`src/rtl/spc_act_window.sv`:
```
module spc_act_window #(
   parameter int unsigned CNT_W = 8,
   parameter int unsigned DEPTH = 4
) (
   input  logic             clk,
   input  logic             rst_n,
   input  logic             act,
   input  logic [CNT_W-1:0] limit,
   output logic             too_soon
);
   localparam logic [CNT_W-1:0] SAT = '1;

   logic [CNT_W-1:0] age [DEPTH];

   function automatic logic [CNT_W-1:0] bump(input logic [CNT_W-1:0] a);
      return (a == SAT) ? SAT : a + CNT_W'(1);
   endfunction

   for (genvar i = 0; i < DEPTH; i++) begin : g_slot
      if (i == 0) begin : g_head
         always_ff @(posedge clk) begin
            if (!rst_n)   age[i] <= SAT;
            else if (act) age[i] <= CNT_W'(1);
            else          age[i] <= bump(age[i]);
         end
      end else begin : g_tail
         always_ff @(posedge clk) begin
            if (!rst_n)   age[i] <= SAT;
            else if (act) age[i] <= bump(age[i-1]);
            else          age[i] <= bump(age[i]);
         end
      end
   end

   assign too_soon = act && (age[DEPTH-1] < limit);
endmodule

```
`config.mk`:
```
export PLATFORM = sky130hd
export DESIGN_NAME = spc_act_window
export DESIGN_NICKNAME = d
export VERILOG_FILES = /design/src/rtl/spc_act_window.sv
export SDC_FILE = /design/constraint.sdc
export NUM_CORES = 1
export LEC_CHECK = 0
export ABC_AREA = 1
export BUFFER_PORTS_ARGS = -buffer_cell sky130_fd_sc_hd__clkbuf_2
export CAP_MARGIN = 25
export CORE_MARGIN = 1.5
export CORE_UTILIZATION = 61
export DETAILED_ROUTE_END_ITERATION = 12
export MAX_ROUTING_LAYER = met4
export PLACE_DENSITY = 0.86
export SETUP_SLACK_MARGIN = 0.02
export SYNTH_ARGS = -nofsm -noshare
export SYNTH_HDL_FRONTEND = slang
export SYNTH_SLANG_ARGS = --single-unit
```
`constraint.sdc`:
```
create_clock -name clk -period 1.89 [get_ports clk]
set_clock_uncertainty 0.05 [all_clocks]
set_input_delay 0 -clock clk [delete_from_list [all_inputs] [get_ports clk]]
set_output_delay 0 -clock clk [all_outputs]
set_load 0.02 [all_outputs]
```
Word-level counts from Yosys, hierarchy flattened. Memories as Yosys holds them, arrays and structs flattened. Index checks and enable logic that the tools add are counted.

Bits in registers: 0. RAM bits: 32. Input bits: 11. Logic and storage cells: 38. Memories kept: 1.

$add $sub $neg: 4. $lt $le $gt $ge: 1. Equality and inequality tests: 4. Muxes and demuxes: 19. Bitwise gates (word level): 8. Reduce and logical (&&, ||, !) cells: 1.

Memories: age (depth 4, bits a word 8, read ports 4, clocked after Yosys merged registers in 0, wr ports 4, line 13) `logic [CNT_W-1:0] age [DEPTH];`.

Operator list (count): two-way mux 8 bit (12); adder 8 x 1 -> 8 bit (second input constant) (4); equality test 8 bit (second input constant) (4); < comparator 8 bit (1); bitwise OR 1 bit (8); two-way mux 1 bit (7); logical AND 1 bit (1).

Logic depth before layout (Yosys ltp). Gate-level depths: netlist (run 1).

Depth after elaboration: 5. Mapped depth: 9. Mapped depth without buffers: 9.

Least setup slack after synthesis (run 1). OpenSTA, ideal clock, no wires.

Path type: register to register. From: mem age[1][0]. To: mem age[1][5], data pin. Arrival: 1.217 ns. Setup slack: 0.374 ns. Stages on the path, launching flop included: 9. Buffers on the path: 1. Clock period less this slack: 1.516 ns. Cell sequence: edfxtp_1 ha_1 nand3_1 inv_1 nand2_1 buf_6 nand4_1 nand2_1 inv_1.

RTL lines (line): start: declaration (13).

==> results.md, run 1 <==
* RSZ-0062 raised after global routing: false
* Cell Area, Synth at 2330 sq um
* Netlist cell types at 22
* Syn Area/Cell at 7.467 sq um
* Hold violation count in the final report at 0
* Largest net degree at the start of global routing at 19
* Required time of the critical path at 1840 ps
* Final setup viols at 0
* Starting Density at 63.64%
* Clock Sinks at 32
* P_leak at 1.316 nW
* Pwr per Cell Area at 661.3 nW/um^2
* Area grow syn2layout at 11.98%
* Routed Wire Length at 4.565 mm
* Peak Freq at 582.4 MHz
* CP endpoint kind: primary output
* Cell area after layout at 2609 sq um
* TritonCTS clock tree: built
* CP bufs+invs at 1
* Routability congestion estimate at 0.9381
* # fillers at 330
* # hold bufs at CTS at 0
* Placed cell area at 2516 sq um
* Setup TNS at 0 ps
* Top Registers: age: 32 flops
* Status: finished, final reports clean
* Gate Count Post-Synth at 312
* Wire length on met3 at 200 um
* Worst path arrival time at 1670 ps
* CTS max path bufs at 2
* Critical-path top delay cell: edfxtp_1
* First-pass GRT wire length at 7.914 mm
* Yosys warning count at 0
* Die Width at 64.80 um
* Crit path kind: register to primary output
* Sequential share of power at 51.4%
* Post-layout min period at 1717 ps
* Critical path peak fanout at 7
* N_diodes at 0
* Die H at 64.80 um
* H-tree depth at 2
* Startpoint types: register
* Total net switching power at 0.0005092 W
* Die Area at 4199 sq um
* Top cells by area, synth: edfxtp_1, nand2_1, inv_1
* Maxcap violations at 0
* Overall Global Routing Usage at 25.46%
* Slowest stage delay, CP at 490 ps
* DR iter-0 viols at 96
* Synth area leader: edfxtp_1
* Cells along the critical path: ha_1, a21oi_1, o21a_1, nand2_1, nor2_1, clkbuf_2
* DP Wirelength at 3.610 mm
* Power Internal at 0.001216 W
* 1st-pass router iterations at 5
* Maximum VDD drop at 498.0 uV
* Period utilization at 90.85%
* PortBufs at 11
* Routed Antenna Nets at 0
* Routed via count at 2005
* Metal2 WL at 2.433 mm
* Clock slew at reported path FFs at 70 ps
* Core ar. at 3661 sq um
* Root buffer cell: clkbuf_8
* Initial antenna violation count at 0
* Biggest register: age
* Highest Signal Layer: met4
* Clock Power Share at 28.4%
* Flop-to-flop setup slack at 180 ps
* Total CTS buffers at 5
* Post-synthesis sequential area ratio at 41.25%
* Vias per cell at 4.938
* I/O pins at 12
* Flip-flop count of the largest register after layout at 32
* Final max-slew violation count at 0
* Worst-Skew Late Latency at 280 ps
* Switch share at 29.52%
* CP delay by family, top: flip-flops
* Vias in the first global route at 1941
* Wl on met1 at 1.860 mm
* Tightest Hold Check Type: input pin to register
* Layout cells sized above 1 at 8.939%
* GRT overflow at 0
* Post-synth top area share at 41.25%
* Seq cells post-synth at 32
* Rows at 22
* DRC Markers at 0
* Nets at 379
* Wire per inst at 11.24 um
* Combinational Power Share at 20.2%
## metrics by stage
stage	cells	setup slack [ps]	utilization (%)	total power (W)	hold WS, ps
after floorplan	343	373.9	-	0.001164	127.5
after global placement	398	108.1	68.73	0.001227	324.2
after global routing	406	42.94	71.26	0.001824	57.77
after CTS	406	83.28	70.98	0.001732	33.90
final	406	172.9	71.26	0.001725	42.53
after detailed placement	398	91.23	68.73	0.001243	325.3
## what timing repair did
| action | in CTS | in global routing |
|---|---|---|
| setup endpoints to repair | 0 | 6 |
| setup buffers | 0 | 0 |
| resized for setup | 0 | 2 |
## final timing paths
path | from | endpoint | cells past startpoint
worst min register to register | age[2][4] | age[2][4] | 4
worst max register to register | age[1][0] | age[1][4] | 8
worst max-delay path | age[3][5] | too_soon | 6
worst min-delay path | rst_n | age[0][3] | 2
## metal layers
layer / vias up / GRT usage, %
li1: 1065 / -
met1: 887 / 27.39
met2: 47 / 46.52
met3: 6 / 4.688
met4: 0 / 9.309
met5: - / -
## power groups by stage
| stage | sequential (W) | clock [W] | combinational [W] |
|---|---|---|---|
| detailed placement | 0.000903 | 0 | 0.000340 |
| CTS | 0.000887 | 0.000502 | 0.000343 |
| floorplan | 0.000890 | 0 | 0.000274 |
| global placement | 0.000900 | 0 | 0.000327 |
| finish | 0.000888 | 0.000490 | 0.000348 |
| global route | 0.000893 | 0.000527 | 0.000403 |
## cell type report
type                            count  area, sq um  area share (%)
Multi-Input combinational cell    244         1210           46.38
Sequential cell                    32        960.9           36.83
Inverter                           62        232.7           8.921
Clock buffer                        5        68.82           2.638
Timing Repair Buffer               12        62.56           2.398
Tap cell                           48        60.06           2.302
Clock inverter                      3        13.76          0.5276
## synth_stat cells, drive strengths merged
library cell and n:
nand3 43, inv 62, edfxtp 32, ha 11
nor2 28, nand3b 1, xnor2 2, conb 1
xor2 6, nand2 84, buf 5, o21a 1
nand4 9, a21oi 6, o21ai 21
## kinds of logic (layout without fill, tap and decap cells)
logic type               count (synthesis)  in the layout  synth area share [%]
buffers and inverters                   67             82                 12.24
AND/OR/NAND/NOR                        165            165                 31.31
XOR/XNOR                                 8              8                 3.008
adder cells (fa/ha/maj)                 11             11                 5.908
other                                    1             32                0.1610
AO/OA/AOI/OAI                           28             28                 6.123
flip-flops                              32             32                 41.25
## placed cells by master (no fill, tap or decap), types with 2 or more instances in the layout
| cell type | n |
|---|---|
| ha_1 | 11 |
| xnor2_1 | 2 |
| clkinv_2 | 2 |
| clkbuf_8 | 5 |
| nand2_1 | 78 |
| a21oi_1 | 6 |
| nand2_2 | 6 |
| nor2_1 | 25 |
| nor2_2 | 2 |
| o21ai_0 | 12 |
| o21ai_1 | 9 |
| conb_1 | 32 |
| nand3_1 | 42 |
| nand4_1 | 9 |
| xor2_1 | 6 |
| edfxtp_1 | 32 |
| clkbuf_2 | 11 |
| inv_2 | 3 |
| inv_1 | 59 |
Power figures use the tool's default switching activity.
==> inputs of run 2 (changes only) <==
Settings changed: PLACE_DENSITY 0.86 to 0.9.
==> results.md, run 2 (synthesis results as in run 1) <==
* Rows at 22
* Layout cells sized above 1 at 8.635%
* Power Internal at 0.001224 W
* Sequential share of power at 51.1%
* Maximum VDD drop at 459.5 uV
* Clock Sinks at 32
* Pwr Total at 0.001735 W
* Clock Power Share at 28.7%
* Area grow syn2layout at 12.19%
* DRC Markers at 0
* Tightest Hold Check Type: input pin to register
* Dpl ws at 94.30 ps
* Die Area at 4199 sq um
* GRT overflow at 0
* # fillers at 281
* Required time of the critical path at 1880 ps
* Routed via count at 2001
* Clock slew at reported path FFs at 70 ps
* N_diodes at 0
* CP endpoint kind: register
* 1st-pass router iterations at 4
* Vias in the first global route at 1904
* RSZ-0062 raised after global routing: false
* Total net switching power at 0.0005117 W
* Peak Freq at 588.5 MHz
* Status: finished, final reports clean
* Largest net degree at the start of global routing at 19
* Most common cell after layout, fill and taps aside: nand2_1
* Critical-path top delay cell: edfxtp_1
* Setup TNS at 0 ps
* I/O pins at 12
* First-pass GRT wire length at 7.700 mm
* Hold violation count in the final report at 0
* Most frequent cells in the layout: nand2_1, inv_1, nand3_1, edfxtp_1, conb_1
* CP most frequent cell: o21ai_0
* Wire per inst at 11.28 um
* Overall Global Routing Usage at 24.63%
* Pwr per Cell Area at 664.0 nW/um^2
* Cells along the critical path: ha_1, nand2_2, nor2_4, nand3_4, o21ai_0, o21ai_0, inv_1
* Period utilization at 89.91%
* TritonCTS clock tree: built
* PortBufs at 11
* H-tree depth at 2
* Routed Wire Length at 4.589 mm
* Maxcap violations at 0
* Starting Density at 63.64%
* Total CTS buffers at 5
* Die Width at 64.80 um
* Startpoint types: register
* Worst path arrival time at 1690 ps
* Biggest register: age
* Switch share at 29.48%
* Die H at 64.80 um
* Initial antenna violation count at 0
* Final worst slack at 190.7 ps
* Crit path kind: register to register
* Nets at 380
* CP delay by family, top: flip-flops
* Final core occ at 71.39%
* Combinational Power Share at 20.2%
* CP bufs+invs at 1
* Core ar. at 3661 sq um
* Final setup viols at 0
* WHS at 35.86 ps
* DR iter-0 viols at 121
* # hold bufs at CTS at 0
* Slowest stage delay, CP at 450 ps
* Routability congestion estimate at 0.9568
* Worst-Skew Late Latency at 290 ps
* P_leak at 1.315 nW
* Final max-slew violation count at 0
* Top Registers: age: 32 flops
* Root buffer cell: clkbuf_8
* Routed Antenna Nets at 0
* DP Wirelength at 3.490 mm
* Vias per cell at 4.916
* Flip-flop count of the largest register after layout at 32
* Critical path peak fanout at 13
* Post-layout min period at 1699 ps
* CTS max path bufs at 2
[run 2: changes by cell type in the layout (fill, tap and decap cells not counted), sizes merged]
cell,previous run,this run
buf,1,2
clkinv,3,1
clkbuf,16,18
[run 2: stage by stage]
step,cell area [sq um],cells
finish,2614,407
global route,2614,407
CTS,2589,405
detailed placement,2509,397
global placement,2509,397
floorplan,2446,343
[run 2: worst reg2reg max path: stages (launching register included)]
cell      delay (ps)
edfxtp_1         450
ha_1             270
nand2_2          110
nor2_4            50
nand3_4          130
o21ai_0          150
o21ai_0          180
inv_1             60
[run 2: worst paths after layout]
kind             start   endpoint  slack [ps]  cells past startpoint
min reg2reg  age[3][1]  age[3][1]         670                      3
max          age[2][0]  age[2][2]         190                      7
max reg2reg  age[2][0]  age[2][2]         190                      7
min              rst_n  age[0][7]          40                      2
[run 2: repair_timing]
| item | in CTS | in global routing |
|---|---|---|
| endpoints found under the setup margin | 0 | 8 |
| setup buffers | 0 | 2 |
| gates resized for setup | 0 | 2 |
[run 2: metal layers]
metal	up-vias	part of all wire (%)	track usage, %
li1	1068	-	-
met1	873	44	27.75
met2	51	49	42.14
met3	9	4.2	5.208
met4	0	2.5	10.90
met5	-	0	-
[run 2: power by group through the flow]
| stage | sequential (W) | combinational, W | clock (W) |
|---|---|---|---|
| finish | 0.000887 | 0.000350 | 0.000498 |
| global route | 0.000893 | 0.000404 | 0.000538 |
| CTS | 0.000887 | 0.000339 | 0.000513 |
| detailed placement | 0.000902 | 0.000336 | 0 |
| global placement | 0.000900 | 0.000325 | 0 |
| floorplan | 0.000890 | 0.000274 | 0 |
[run 2: area by class of cell]
type / instances / area (sq um) / share of cell area [%]
multi-input cells: 244 / 1210 / 46.29
inverters: 62 / 232.7 / 8.904
clock inverters: 1 / 3.754 / 0.1436
repair buffers: 13 / 70.07 / 2.681
well taps: 48 / 60.06 / 2.298
clock buffers: 7 / 76.32 / 2.920
flip-flops and latches: 32 / 960.9 / 36.76
